$ cat src/rtl/rtc_pkg.sv
package rtc_pkg;
  typedef logic [7:0] bcd_t;

  localparam int NUM_FIELDS = 7;
  localparam int I_SEC  = 0;
  localparam int I_MIN  = 1;
  localparam int I_HOUR = 2;
  localparam int I_DAY  = 3;
  localparam int I_MON  = 4;
  localparam int I_YEAR = 5;
  localparam int I_WDAY = 6;

  localparam logic [7:0] OFS_CTRL  = 8'h40;
  localparam logic [7:0] OFS_STAT  = 8'h44;
  localparam logic [7:0] CTRL_MASK = 8'h8D;
  localparam int CTRL_RUN     = 0;
  localparam int STAT_BUSY    = 0;
  localparam int STAT_RUN     = 1;
  localparam int STAT_EVT_LSB = 2;
  localparam int STAT_PWR     = 7;

  function automatic bcd_t field_mask(input int idx);
    case (idx)
      I_SEC, I_MIN:          return 8'h7F;
      I_HOUR, I_DAY:         return 8'h3F;
      I_MON:                 return 8'h1F;
      I_WDAY:                return 8'h07;
      default:               return 8'hFF;
    endcase
  endfunction

  function automatic bcd_t field_reset(input int idx);
    return (idx == I_DAY || idx == I_MON) ? 8'h01 : 8'h00;
  endfunction

  function automatic bcd_t bcd_inc(input bcd_t v);
    if (v[3:0] >= 4'd9) return {v[7:4] + 4'd1, 4'h0};
    return {v[7:4], v[3:0] + 4'd1};
  endfunction

  function automatic bcd_t last_day(input bcd_t mon, input bcd_t yr);
    logic [7:0] yb;
    yb = 8'(yr[7:4]) * 8'd10 + 8'(yr[3:0]);
    case (mon)
      8'h02:                      return (yb[1:0] == 2'b00) ? 8'h29 : 8'h28;
      8'h04, 8'h06, 8'h09, 8'h11: return 8'h30;
      default:                    return 8'h31;
    endcase
  endfunction
endpackage

$ cat src/rtl/rtc_prescaler.sv
module rtc_prescaler #(
  parameter int TICKS_PER_SEC = 32768,
  parameter int BUSY_LEAD     = 2
) (
  input  logic clk_i,
  input  logic rst_ni,
  input  logic tick_i,
  input  logic run_i,
  input  logic restart_i,
  output logic sec_pulse_o,
  output logic busy_o
);
  localparam int CNT_W = (TICKS_PER_SEC > 1) ? $clog2(TICKS_PER_SEC) : 1;
  localparam logic [CNT_W-1:0] LAST      = CNT_W'(TICKS_PER_SEC - 1);
  localparam logic [CNT_W-1:0] BUSY_FROM = CNT_W'(TICKS_PER_SEC - BUSY_LEAD);

  logic [CNT_W-1:0] cnt_q;

  always_ff @(posedge clk_i or negedge rst_ni) begin
    if (!rst_ni)                cnt_q <= '0;
    else if (restart_i)         cnt_q <= '0;
    else if (run_i && tick_i)   cnt_q <= (cnt_q == LAST) ? '0 : cnt_q + 1'b1;
  end

  assign sec_pulse_o = run_i & tick_i & ~restart_i & (cnt_q == LAST);
  assign busy_o      = run_i & (cnt_q >= BUSY_FROM);
endmodule

$ cat src/rtl/rtc_calendar.sv
module rtc_calendar
  import rtc_pkg::*;
(
  input  logic                           clk_i,
  input  logic                           rst_ni,
  input  logic                           upd_i,
  input  logic [NUM_FIELDS-1:0]          wr_fld_i,
  input  bcd_t                           wdata_i,
  output logic [NUM_FIELDS-1:0][7:0]     fld_o,
  output logic [3:0]                     carry_o
);
  bcd_t fld_q [NUM_FIELDS];
  bcd_t nxt   [NUM_FIELDS];
  logic c_min, c_hr, c_day, c_mon, c_yr;

  always_comb begin
    for (int i = 0; i < NUM_FIELDS; i++) nxt[i] = fld_q[i];
    c_min = upd_i & (fld_q[I_SEC] >= 8'h59);
    c_hr  = c_min & (fld_q[I_MIN] >= 8'h59);
    c_day = c_hr  & (fld_q[I_HOUR] >= 8'h23);
    c_mon = c_day & (fld_q[I_DAY] >= last_day(fld_q[I_MON], fld_q[I_YEAR]));
    c_yr  = c_mon & (fld_q[I_MON] >= 8'h12);
    if (upd_i) nxt[I_SEC]  = c_min ? 8'h00 : bcd_inc(fld_q[I_SEC]);
    if (c_min) nxt[I_MIN]  = c_hr  ? 8'h00 : bcd_inc(fld_q[I_MIN]);
    if (c_hr)  nxt[I_HOUR] = c_day ? 8'h00 : bcd_inc(fld_q[I_HOUR]);
    if (c_day) begin
      nxt[I_DAY]  = c_mon ? 8'h01 : bcd_inc(fld_q[I_DAY]);
      nxt[I_WDAY] = (fld_q[I_WDAY] >= 8'h06) ? 8'h00 : fld_q[I_WDAY] + 8'h01;
    end
    if (c_mon) nxt[I_MON]  = c_yr ? 8'h01 : bcd_inc(fld_q[I_MON]);
    if (c_yr)  nxt[I_YEAR] = (fld_q[I_YEAR] >= 8'h99) ? 8'h00 : bcd_inc(fld_q[I_YEAR]);
  end

  for (genvar g = 0; g < NUM_FIELDS; g++) begin : g_fld
    always_ff @(posedge clk_i or negedge rst_ni) begin
      if (!rst_ni)          fld_q[g] <= field_reset(g);
      else if (wr_fld_i[g]) fld_q[g] <= wdata_i & field_mask(g);
      else                  fld_q[g] <= nxt[g];
    end
    assign fld_o[g] = fld_q[g];
  end

  assign carry_o = {c_day, c_hr, c_min, upd_i};
endmodule

$ cat src/rtl/rtc_ctrl_status.sv
module rtc_ctrl_status
  import rtc_pkg::*;
(
  input  logic       clk_i,
  input  logic       rst_ni,
  input  logic       wr_ctrl_i,
  input  logic       wr_stat_i,
  input  bcd_t       wdata_i,
  input  logic [3:0] evt_i,
  input  logic       busy_i,
  output logic [7:0] ctrl_o,
  output logic [7:0] stat_o
);
  logic [7:0] ctrl_q;
  logic [3:0] evt_q;
  logic       pwr_q;
  logic [3:0] evt_clr;

  assign evt_clr = wr_stat_i ? wdata_i[STAT_EVT_LSB +: 4] : 4'h0;

  always_ff @(posedge clk_i or negedge rst_ni) begin
    if (!rst_ni) begin
      ctrl_q <= 8'h00;
      evt_q  <= 4'h0;
      pwr_q  <= 1'b1;
    end else begin
      if (wr_ctrl_i) ctrl_q <= wdata_i & CTRL_MASK;
      evt_q <= (evt_q & ~evt_clr) | evt_i;
      if (wr_stat_i && wdata_i[STAT_PWR]) pwr_q <= 1'b0;
    end
  end

  assign ctrl_o = ctrl_q;
  assign stat_o = {pwr_q, 1'b0, evt_q, ctrl_q[CTRL_RUN], busy_i};
endmodule

$ cat src/rtl/rtc_bcd_core.sv
module rtc_bcd_core
  import rtc_pkg::*;
#(
  parameter int TICKS_PER_SEC = 32768,
  parameter int BUSY_LEAD     = 2,
  parameter int ADDR_W        = 8
) (
  input  logic              clk_i,
  input  logic              rst_ni,
  input  logic              tick_i,
  input  logic              wr_allow_i,
  input  logic              bus_we_i,
  input  logic [ADDR_W-1:0] bus_addr_i,
  input  logic [7:0]        bus_wdata_i,
  output logic [7:0]        bus_rdata_o
);
  localparam logic [ADDR_W-1:0] A_CTRL = ADDR_W'(OFS_CTRL);
  localparam logic [ADDR_W-1:0] A_STAT = ADDR_W'(OFS_STAT);

  logic                       wr, fld_hit;
  logic [2:0]                 fld_idx;
  logic [NUM_FIELDS-1:0]      wr_fld;
  logic                       wr_ctrl, wr_stat, wr_sec;
  logic                       upd, busy, run;
  logic [NUM_FIELDS-1:0][7:0] fld;
  logic [3:0]                 carry, evt_q;
  logic [7:0]                 ctrl_q, stat_q, sec_q;

  assign wr      = bus_we_i & wr_allow_i;
  assign fld_idx = bus_addr_i[4:2];
  assign fld_hit = (bus_addr_i[ADDR_W-1:5] == '0) && (bus_addr_i[1:0] == 2'b00)
                   && (int'(fld_idx) < NUM_FIELDS);

  for (genvar g = 0; g < NUM_FIELDS; g++) begin : g_wdec
    assign wr_fld[g] = wr & fld_hit & (int'(fld_idx) == g);
  end

  assign wr_ctrl = wr & (bus_addr_i == A_CTRL);
  assign wr_stat = wr & (bus_addr_i == A_STAT);
  assign wr_sec  = wr_fld[I_SEC];
  assign run     = ctrl_q[CTRL_RUN];

  rtc_prescaler #(
    .TICKS_PER_SEC(TICKS_PER_SEC),
    .BUSY_LEAD    (BUSY_LEAD)
  ) u_presc (
    .clk_i      (clk_i),
    .rst_ni     (rst_ni),
    .tick_i     (tick_i),
    .run_i      (run),
    .restart_i  (wr_sec),
    .sec_pulse_o(upd),
    .busy_o     (busy)
  );

  rtc_calendar u_cal (
    .clk_i   (clk_i),
    .rst_ni  (rst_ni),
    .upd_i   (upd),
    .wr_fld_i(wr_fld),
    .wdata_i (bus_wdata_i),
    .fld_o   (fld),
    .carry_o (carry)
  );

  rtc_ctrl_status u_cs (
    .clk_i    (clk_i),
    .rst_ni   (rst_ni),
    .wr_ctrl_i(wr_ctrl),
    .wr_stat_i(wr_stat),
    .wdata_i  (bus_wdata_i),
    .evt_i    (carry),
    .busy_i   (busy),
    .ctrl_o   (ctrl_q),
    .stat_o   (stat_q)
  );

  assign evt_q = stat_q[STAT_EVT_LSB +: 4];
  assign sec_q = fld[I_SEC];

  always_comb begin
    bus_rdata_o = 8'h00;
    if (fld_hit)                    bus_rdata_o = fld[fld_idx];
    else if (bus_addr_i == A_CTRL)  bus_rdata_o = ctrl_q;
    else if (bus_addr_i == A_STAT)  bus_rdata_o = stat_q;
  end
endmodule

$ cat config.mk
export PLATFORM = sky130hd
export DESIGN_NAME = rtc_bcd_core
export DESIGN_NICKNAME = d
export VERILOG_FILES = /design/src/rtl/rtc_pkg.sv /design/src/rtl/rtc_prescaler.sv /design/src/rtl/rtc_calendar.sv /design/src/rtl/rtc_ctrl_status.sv /design/src/rtl/rtc_bcd_core.sv
export SDC_FILE = /design/constraint.sdc
export NUM_CORES = 1
export LEC_CHECK = 0
export ABC_AREA = 0
export BUFFER_PORTS_ARGS = -buffer_cell sky130_fd_sc_hd__buf_2
export CAP_MARGIN = 10
export CORE_MARGIN = 2
export CORE_UTILIZATION = 56
export DETAILED_ROUTE_END_ITERATION = 6
export MAX_ROUTING_LAYER = met4
export PLACE_DENSITY = 0.85
export SLEW_MARGIN = 25
export SYNTH_ARGS = -nofsm -noshare
export SYNTH_HDL_FRONTEND = slang
export SYNTH_SLANG_ARGS = --single-unit
$ cat constraint.sdc
create_clock -name clk_i -period 3.25 [get_ports clk_i]
set_clock_uncertainty 0.1 [all_clocks]
set_input_delay 0.1625 -clock clk_i [delete_from_list [all_inputs] [get_ports clk_i]]
set_output_delay 0.1625 -clock clk_i [all_outputs]
set_load 0.005 [all_outputs]
==> results of run 1 <==
synthesized netlist by cell type, drive strengths merged, types with 5 or more instances:
| cell | number |
|---|---|
| mux2i | 19 |
| a31oi | 21 |
| nand2b | 6 |
| clkbuf | 20 |
| a211oi | 5 |
| o21ai | 67 |
| mux4 | 8 |
| o211ai | 10 |
| mux2 | 5 |
| or4 | 7 |
| nor2 | 52 |
| nand3 | 28 |
| nor3 | 15 |
| a21oi | 29 |
| dfrtp | 77 |
| inv | 27 |
| or3 | 7 |
| nor2b | 10 |
| nand4 | 14 |
| and2 | 7 |
| o31ai | 8 |
| and3 | 13 |
| nor4 | 13 |
| nand2 | 79 |
| buf | 6 |
| ha | 38 |
| xor2 | 5 |
critical path: stages, from the launching register on:
cell and delay (ps):
dfstp_2 580, buf_6 120, ha_4 130, nand3b_1 100, a21oi_2 140, a31oi_1 70, nor3_2 210, nor2_1 90
ha_1 330, nand3_2 80, o211ai_1 390, or3_4 250, nand4_4 140, or4_1 540, a31oi_1 190
flip-flops by register name, indices dropped and copies added (netlist names):
signal / flops
u_cs.pwr_q: 1
u_cal.fld_o: 56
u_cs.ctrl_o: 4
u_presc.cnt_q: 15
u_cs.evt_q: 4
area by class of cell:
class | instances | share of cell area (%)
clock buffers | 10 | 2.08
clock inverters | 6 | 1.11
inverters | 27 | 1.57
multi-input cells | 520 | 55.2
flip-flops and latches | 80 | 30.3
well taps | 133 | 2.51
repair buffers | 70 | 7.21
repair_timing:
action | in CTS | in global routing
buffers inserted | 6 | 7
endpoints found under the setup margin | 23 | 24
gates resized for setup | 21 | 22
hold buffers | 2 | 0
pin swaps | 18 | 24
hold endpoints to repair | 80 | 0
where the power goes:
part | internal [W] | switching [W]
logic | 0.000121 | 0.000190
clock network | 0.000386 | 0.000425
registers | 0.00103 | 0.0000538
worst max-delay path by stage:
| stage | startpoint | to | slack (ps) | cells past startpoint |
|---|---|---|---|---|
| floorplan | u_cal.fld_o[32]$_DFFE_PN1P_ | u_cal.fld_o[29]$_DFFE_PN0P_ | 40 | 14 |
| global placement | u_cal.fld_o[32]$_DFFE_PN1P_ | u_cal.fld_o[43]$_DFFE_PN0P_ | 40 | 14 |
| detailed placement | u_cal.fld_o[33]$_DFFE_PN0P_ | u_cal.fld_o[43]$_DFFE_PN0P_ | -160 | 14 |
| CTS | u_cal.fld_o[32]$_DFFE_PN1P_ | u_cal.fld_o[29]$_DFFE_PN0P_ | -170 | 14 |
| global route | u_cal.fld_o[32]$_DFFE_PN1P_ | u_cal.fld_o[42]$_DFFE_PN0P_ | -380 | 16 |
| finish | u_cal.fld_o[32]$_DFFE_PN1P_ | u_cal.fld_o[43]$_DFFE_PN0P_ | -300 | 14 |
per-layer routing:
layer	GRT usage [%]	vias to the layer above	part of all wire, %
li1	-	2532	-
met1	43.9	2722	39
met2	51.5	385	46
met3	6.80	93	10
met4	18.1	0	5.0
met5	-	-	0
kinds of logic after synthesis:
kind of cell | synth area share, %
AND/OR/NAND/NOR | 25.3
AO/OA/AOI/OAI | 18.7
flip-flops | 35.3
buffers and inverters | 3.57
adder cells (fa/ha/maj) | 8.38
multiplexers | 7.52
XOR/XNOR | 1.23
per-stage QoR:
step / utilization (%) / hold WS [ps]
after detailed placement: 62.5 / 281
after CTS: 66.0 / 1.20
after global routing: 67.5 / 19.0
final: 67.5 / 16.3
after floorplan: - / -233
after global placement: 62.5 / 282
==> results.py, run 1 <==
metrics = {
    "finish": {
        "sequential_cell_area_sq_um": 2010,
        "post_route_cells_drive_above_1_share_pct": 19.5,
        "finalInstanceArea_sq_um": 6630,
        "design.final.nets": 767,
        "nFillCells": 779,
        "most-common-layout-cells": "nand2_1, dfrtp_1, o21ai_0",
        "multi_input_area_sq_um": 3660,
        "post_layout_nonfiller_instances": 846,
        "syn_to_final_growth_pct": 16.7,
        "most_common_library_cell_in_the_layout_ignoring_fill_and_taps": "nand2_1",
        "num_antenna_cells": 0,
    },
    "run_status": {
        "failing_checks": "negative setup slack",
        "result_of_the_run": "finished with violations",
    },
    "synthesis": {
        "yosys.area.top_type_share_pct": 34.0,
        "postSynthNetCount": 712,
        "synth_enable_flop_cells": 0,
        "synth-warning-count": 0,
        "post_syn_area_sq_um": 5680,
        "synthCells": 653,
        "synth_seq_cells": 80,
        "post-synth-top-area-cell": "dfrtp_1",
        "synth.yosys.seq_area_share_pct": 35.3,
        "synth_ff_type": "dfrtp_1",
        "avgSynthCellArea_sq_um": 8.69,
        "synth_area_leaders": "dfrtp_1, ha_1, o21ai_0",
        "asyncSetResetFlopFracSynth_pct": 100,
        "netlist-cell-type-count": 69,
    },
    "min_path": {
        "whs_path_depth": 3,
        "worstHoldStart": "bus_wdata_i[6]",
        "min_path_type": "input port to flip-flop",
        "min_delay_worst_endpoint": "u_cal.fld_o[6]$_DFFE_PN0P_",
    },
    "setup_path": {
        "setup.worst_path.class": "flip-flop to flip-flop",
        "setup.worst_path.start_class": "flip-flop",
        "worst_r2r_endpoint": "u_cal.fld_o[43]$_DFFE_PN0P_",
        "critical_path_sink_type": "flip-flop",
        "critical_path.max_fanout": 5,
        "r2r_setup_slack_ps": -300,
        "critPathArrivalTime_ps": 3740,
        "reg2reg_depth": 14,
        "r2r_start": "u_cal.fld_o[32]$_DFFE_PN1P_",
        "worst_path_required_ps": 3440,
    },
    "timing": {
        "endpoints_failing_hold": 0,
        "max-slew-margin-rel_pct": 39.0,
        "min_period_ps": 3550,
        "finalMaxSlewViolations": 0,
        "postLayoutSetupSlackWorst_ps": -300,
        "max_clock_freq_mhz": 282,
        "final.period_utilization_pct": 109,
        "tightest_slew_ps": 907,
        "rsz0062_at_grt": "yes",
        "totalNegativeSetupSlack_ps": -3000,
        "setup_viol": 23,
    },
    "drt": {
        "vias_per_cell": 6.78,
        "route.detailed.wl_per_inst_um": 21.4,
        "drt-total-wl_um": 18100,
        "drt-pass1-iter-count": 6,
        "vias": 5732,
        "antenna_nets_post_route": 0,
        "drtIter0Drc": 866,
        "drc_violation_count_after_routing": 0,
    },
    "global_route": {
        "antenna_found_initial": 0,
        "globalRouteTotalUtil_pct": 34.3,
        "total_global_routing_overflow": 0,
        "global_route_wire_length_before_repair_um": 28800,
        "grt_max_degree": 81,
        "number_of_global_route_vias_before_repair": 5640,
    },
    "die": {
        "design.die.area_sq_um": 11000,
        "die_width_um": 105,
        "floorplan.die.height_um": 105,
        "core_sq_um": 9820,
        "start_util_pct": 57.8,
        "floorplan.rows": 36,
        "pin_count": 29,
    },
    "power": {
        "p_per_area_nw_per_um2": 332,
        "max_vdd_drop_uv": 165,
        "p_total_w": 0.00220,
        "power.static_leakage_nw": 2.95,
    },
    "flow_run": {
        "maxCapViolations": 0,
    },
    "clocking": {
        "cts_max_level": 3,
        "clock_latency_ps": 380,
        "cts_tree": "yes",
        "clk_root_buffer_cell": "clkbuf_8",
        "tritoncts.num_buffers": 9,
        "clk_path_buf_depth": 2,
        "cts.sink_count": 80,
        "clk_transition_reported_paths_ps": 90,
    },
    "placed_design": {
        "gp_routability_congestion": 1.01,
        "post-dp-hpwl_um": 12400,
        "placedInstanceArea_sq_um": 6130,
        "port_buffers": 28,
        "place_ws_ps": -165,
        "dpl.cell_count": 820,
    },
}
Power figures use the tool's default switching activity.
==> run 2: changes to the inputs <==
clock period = 3.1 ns   (was 3.25 ns; I/O delays follow)
==> results.py, run 2 (same netlist as run 1, synthesis figures left out) <==
metrics = {
    "run_status": {
        "result_of_the_run": "finished with violations",
        "failing_checks": "negative setup slack",
    },
    "placed_design": {
        "placedInstanceArea_sq_um": 6180,
        "gp_routability_congestion": 0.944,
        "port_buffers": 28,
        "dpl.cell_count": 825,
        "post-dp-hpwl_um": 12400,
    },
    "clocking": {
        "clk_transition_reported_paths_ps": 80,
        "cts.sink_count": 80,
        "cts_tree": "yes",
        "tritoncts.num_buffers": 9,
        "clock_latency_ps": 370,
        "cts_max_level": 3,
        "clk_path_buf_depth": 2,
        "clk_root_buffer_cell": "clkbuf_8",
    },
    "setup_path": {
        "worst_path_required_ps": 3260,
        "worst_r2r_endpoint": "u_cal.fld_o[29]$_DFFE_PN0P_",
        "critical_path.max_stage_delay_ps": 580,
        "setup.worst_path.start_class": "flip-flop",
        "critical_path_sink_type": "flip-flop",
        "r2r_start": "u_cal.fld_o[32]$_DFFE_PN1P_",
        "setup.worst_path.class": "flip-flop to flip-flop",
        "r2r_setup_slack_ps": -410,
        "cell_by_cell_trace_of_the_critical_path": "inv_4 -> ha_4 -> o211ai_1 -> a21oi_2 -> a31oi_1 -> nor3_2 -> a21oi_1 -> ha_1 -> nor4b_2 -> o211ai_1 -> nor3_4 -> o21ai_2 -> a21oi_2 -> mux2_2",
        "critPathArrivalTime_ps": 3670,
        "critical_path.max_fanout": 6,
        "crit_path_top_delay_cell": "dfstp_2",
        "reg2reg_depth": 14,
        "crit_start": "u_cal.fld_o[32]$_DFFE_PN1P_",
    },
    "power": {
        "power.static_leakage_nw": 2.95,
        "max_vdd_drop_uv": 329,
        "p_per_area_nw_per_um2": 357,
    },
    "drt": {
        "vias_per_cell": 6.92,
        "drtIter0Drc": 807,
        "drt-total-wl_um": 17700,
        "antenna_nets_post_route": 0,
        "drc_violation_count_after_routing": 0,
        "vias": 5852,
        "drt-pass1-iter-count": 6,
        "route.detailed.wl_per_inst_um": 21.0,
    },
    "finish": {
        "syn_to_final_growth_pct": 16.5,
        "nFillCells": 769,
        "num_antenna_cells": 0,
        "most-common-layout-cells": "nand2_1, dfrtp_1, o21ai_0",
        "design.final.nets": 767,
        "most_common_library_cell_in_the_layout_ignoring_fill_and_taps": "nand2_1",
        "sequential_cell_area_sq_um": 2010,
        "post_route_cells_drive_above_1_share_pct": 19.2,
        "multi_input_area_sq_um": 3620,
        "largest_register_ff_count": 56,
        "post_layout_nonfiller_instances": 846,
        "finalInstanceArea_sq_um": 6610,
        "utilization_pct": 67.3,
    },
    "timing": {
        "min_period_ps": 3510,
        "hold_slack_ps": 57.9,
        "max_clock_freq_mhz": 285,
        "finalMaxSlewViolations": 0,
        "tightest_slew_ps": 794,
        "final.period_utilization_pct": 113,
        "setup_viol": 24,
        "endpoints_failing_hold": 0,
        "postLayoutSetupSlackWorst_ps": -414,
        "rsz0062_at_grt": "yes",
        "max-slew-margin-rel_pct": 47.1,
    },
    "die": {
        "design.die.area_sq_um": 11000,
        "floorplan.rows": 36,
        "start_util_pct": 57.8,
        "pin_count": 29,
        "floorplan.die.height_um": 105,
        "die_width_um": 105,
        "core_sq_um": 9820,
    },
    "global_route": {
        "total_global_routing_overflow": 0,
        "number_of_global_route_vias_before_repair": 5594,
        "globalRouteTotalUtil_pct": 33.3,
        "global_route_wire_length_before_repair_um": 28200,
        "grt_max_degree": 81,
        "antenna_found_initial": 0,
    },
    "min_path": {
        "whs_path_depth": 3,
        "min_delay_worst_endpoint": "u_cal.fld_o[6]$_DFFE_PN0P_",
        "min_path_type": "input port to flip-flop",
        "worstHoldStart": "bus_wdata_i[6]",
    },
    "flow_run": {
        "maxCapViolations": 0,
    },
}
==> run 2: changes by cell type in the layout (fill, tap and decap cells not counted), moves of 2 or more <==
cell        delta
buf_4          -2
clkbuf_8       +2
clkinv_4       -3
clkinvlp_4     +2
ha_4           -2
inv_6          -2
nand3_2        -2
nor4_1         +2
nor4_4         -2
o21ai_0        -3
o21ai_1        +2
==> run 2: worst max-delay path: cells and delay by family, from the launching register on <==
| family | cells | cell delay (ps) |
|---|---|---|
| buffers and inverters | 1 | 60 |
| adders and majority gates | 2 | 430 |
| AOI/OAI and AO/OA | 7 | 1190 |
| and+or+nand+nor | 3 | 710 |
| muxes | 1 | 340 |
| DFF | 1 | 580 |
==> run 2: worst max path at each step <==
stage | slack (ps) | end | depth (start not counted)
6_report | -410 | u_cal.fld_o[29]$_DFFE_PN0P_ | 14
5_1_grt | -560 | u_cal.fld_o[29]$_DFFE_PN0P_ | 14
4_1_cts | -100 | u_cal.fld_o[43]$_DFFE_PN0P_ | 13
3_5_place_dp | -180 | u_cal.fld_o[29]$_DFFE_PN0P_ | 14
3_3_place_gp | -60 | u_cal.fld_o[29]$_DFFE_PN0P_ | 14
2_1_floorplan | -60 | u_cal.fld_o[29]$_DFFE_PN0P_ | 14
==> run 2: per-layer routing <==
layer / wire length, um / vias to the layer above / global-route usage [%]
li1: - / 2532 / -
met4: 894 / 0 / 16.0
met1: 6800 / 2791 / 42.6
met2: 7990 / 432 / 51.0
met3: 2060 / 97 / 6.80
met5: 0 / - / -
==> run 2: power breakdown <==
part / switching [W] / internal, W / leakage, nW
clock: 0.000406 / 0.000520 / 0.115
sequential: 0.0000539 / 0.00108 / 1.05
combinational: 0.000192 / 0.000116 / 1.78
==> run 2: timing repair <==
action	CTS	global route
hold buffers	2	0
cloned	1	0
setup endpoints to repair	21	24
pin swaps	15	24
buffers inserted	3	1
hold endpoints to repair	79	0
resized for setup	22	15
==> run 2: layout make-up <==
cell class | count | area share [%]
clock buffers | 12 | 2.50
clock inverters | 4 | 1.14
multi-input cells | 521 | 54.8
inverters | 27 | 1.57
well taps | 133 | 2.52
flip-flops and latches | 80 | 30.3
repair buffers | 69 | 7.17
==> run 2: through the flow <==
step / TNS, ps / power (W) / worst slack, ps
2_1_floorplan: -58.5 / 0.00131 / -58.5
4_1_cts: -735 / 0.00235 / -104
3_5_place_dp: -1520 / 0.00143 / -177
5_1_grt: -10760 / 0.00244 / -557
6_report: -7050 / 0.00236 / -414
3_3_place_gp: -213 / 0.00142 / -58.6
==> run 3: changes to the inputs <==
CORE_MARGIN = unset   (was 2)
==> results.py, run 3 (same netlist as run 1, synthesis figures left out) <==
metrics = {
    "drt": {
        "vias": 5871,
        "route.detailed.wl_per_inst_um": 21.2,
        "drt-pass1-iter-count": 7,
        "antenna_nets_post_route": 0,
        "vias_per_cell": 6.87,
        "drc_violation_count_after_routing": 0,
        "drt-total-wl_um": 18100,
        "drtIter0Drc": 727,
    },
    "setup_path": {
        "cp_common_cell": "a31oi_1",
        "worst_path_required_ps": 3290,
        "critical_path.max_stage_delay_ps": 580,
        "worst_r2r_endpoint": "u_cal.fld_o[33]$_DFFE_PN0P_",
        "setup.worst_path.class": "flip-flop to flip-flop",
        "cpLargestDelayFamily": "compound AO/OA/AOI/OAI gates",
        "r2r_start": "u_cal.fld_o[32]$_DFFE_PN1P_",
        "critical_path_sink_type": "flip-flop",
        "crit_path_top_delay_cell": "dfstp_2",
        "r2r_setup_slack_ps": -420,
        "cell_by_cell_trace_of_the_critical_path": "inv_4 -> ha_4 -> o211ai_1 -> a21oi_1 -> a31oi_1 -> nor3_2 -> a21oi_2 -> ha_1 -> nor4b_2 -> o211ai_1 -> or3_4 -> a31oi_1 -> a31oi_1 -> o21ai_0",
        "setup.worst_path.start_class": "flip-flop",
        "critPathArrivalTime_ps": 3710,
        "critical_path.max_fanout": 3,
        "timing.critical_path.buf_inv": 1,
        "reg2reg_depth": 14,
    },
    "flow_run": {
        "maxCapViolations": 0,
    },
    "placed_design": {
        "gp_routability_congestion": 0.956,
        "post-dp-hpwl_um": 12500,
        "port_buffers": 28,
    },
    "timing": {
        "max-slew-margin-rel_pct": 48.8,
        "rsz0062_at_grt": "yes",
        "max_clock_freq_mhz": 284,
        "finalMaxSlewViolations": 0,
        "hold_slack_ps": 24.0,
        "endpoints_failing_hold": 0,
        "final.period_utilization_pct": 113,
        "setup_viol": 24,
        "postLayoutSetupSlackWorst_ps": -417,
        "totalNegativeSetupSlack_ps": -6780,
        "tightest_slew_ps": 761,
        "min_period_ps": 3520,
    },
    "power": {
        "max_vdd_drop_uv": 240,
        "p_per_area_nw_per_um2": 340,
        "power.static_leakage_nw": 2.99,
        "p_total_w": 0.00227,
    },
    "clocking": {
        "clock_latency_ps": 380,
        "clk_transition_reported_paths_ps": 80,
        "cts_max_level": 3,
        "cts.sink_count": 80,
        "clk_path_buf_depth": 2,
        "clk_root_buffer_cell": "clkbuf_8",
        "cts_tree": "yes",
        "tritoncts.num_buffers": 9,
    },
    "finish": {
        "most-common-layout-cells": "nand2_1, dfrtp_1, nor2_1, o21ai_0, buf_4",
        "syn_to_final_growth_pct": 17.6,
        "post_route_cells_drive_above_1_share_pct": 21.1,
        "largest_register_ff_count": 56,
        "num_antenna_cells": 0,
        "design.final.nets": 775,
        "most_common_library_cell_in_the_layout_ignoring_fill_and_taps": "nand2_1",
    },
    "global_route": {
        "globalRouteTotalUtil_pct": 36.5,
        "grt_max_degree": 81,
        "number_of_global_route_vias_before_repair": 5513,
        "antenna_found_initial": 0,
        "global_route_wire_length_before_repair_um": 28000,
        "total_global_routing_overflow": 0,
    },
    "die": {
        "core_sq_um": 9820,
        "floorplan.die.height_um": 103,
        "floorplan.rows": 36,
        "pin_count": 29,
        "die_width_um": 103,
        "start_util_pct": 57.8,
        "design.die.area_sq_um": 10500,
    },
    "min_path": {
        "whs_path_depth": 3,
        "min_path_type": "input port to flip-flop",
        "min_delay_worst_endpoint": "u_cal.fld_o[45]$_DFFE_PN0P_",
        "worstHoldStart": "bus_wdata_i[5]",
    },
    "run_status": {
        "result_of_the_run": "finished with violations",
        "failing_checks": "negative setup slack",
    },
}
==> run 3: changes by cell type in the layout (fill, tap and decap cells not counted), sizes merged <==
cell	before	now
bufinv	2	1
clkinvlp	2	0
buf	67	75
dlygate4sd3	2	3
clkbuf	12	11
clkinv	0	4
nor3	16	15
==> run 3: through the flow <==
| stage | cells | setup slack [ps] | area, sq um | utilization (%) |
|---|---|---|---|---|
| floorplan | 653 | -58.5 | 5700 | - |
| global placement | 827 | -84.7 | 6200 | 63.1 |
| detailed placement | 827 | -287 | 6200 | 63.1 |
| CTS | 853 | -192 | 6580 | 67.0 |
| global route | 854 | -458 | 6680 | 68.0 |
| finish | 854 | -417 | 6680 | 68.0 |
==> run 3: tightest hold or removal path, cell delays in order <==
cell and delay [ps]:
buf_2 180, nand2_1 80, o21ai_1 60
==> run 3: timing repair <==
item,4_1_cts,5_1_grt
buffers inserted,9,2
endpoints found under the setup margin,22,24
pin swaps,15,18
hold endpoints to repair,81,0
gates resized for setup,28,22
hold buffers,3,0
==> run 3: worst max-delay path by stage <==
| stage | startpoint | slack, ps | endpoint | cells after the start |
|---|---|---|---|---|
| after floorplan | u_cal.fld_o[32]$_DFFE_PN1P_ | -60 | u_cal.fld_o[29]$_DFFE_PN0P_ | 14 |
| final | u_cal.fld_o[32]$_DFFE_PN1P_ | -420 | u_cal.fld_o[33]$_DFFE_PN0P_ | 14 |
| after CTS | u_cal.fld_o[32]$_DFFE_PN1P_ | -190 | u_cal.fld_o[43]$_DFFE_PN0P_ | 13 |
| after global placement | u_cal.fld_o[32]$_DFFE_PN1P_ | -80 | u_cal.fld_o[45]$_DFFE_PN0P_ | 15 |
| after global routing | u_cal.fld_o[32]$_DFFE_PN1P_ | -460 | u_cal.fld_o[33]$_DFFE_PN0P_ | 14 |
| after detailed placement | u_cal.fld_o[33]$_DFFE_PN0P_ | -290 | u_cal.fld_o[45]$_DFFE_PN0P_ | 16 |
==> run 3: metal layers <==
metal	vias to the layer above	GRT usage (%)	wire length, um
li1	2548	-	-
met1	2818	46.4	6940
met2	401	54.1	8260
met3	104	6.51	1960
met4	0	22.6	951
met5	-	-	0
==> run 3: cell type report <==
cell class / count / area (sq um)
Sequential cell: 80 / 2010
Fill cell: 752 / 3140
Inverter: 27 / 104
Tap cell: 133 / 166
Clock buffer: 11 / 141
Timing Repair Buffer: 78 / 548
Clock inverter: 5 / 57.6
Multi-Input combinational cell: 520 / 3650
==> run 3: report_power, final <==
| part | switching [W] | internal [W] | leakage (nW) |
|---|---|---|---|
| Sequential | 0.0000539 | 0.00108 | 1.05 |
| Combinational | 0.000200 | 0.000128 | 1.84 |
| Clock | 0.000417 | 0.000395 | 0.103 |
| Total | 0.000671 | 0.00160 | 2.99 |
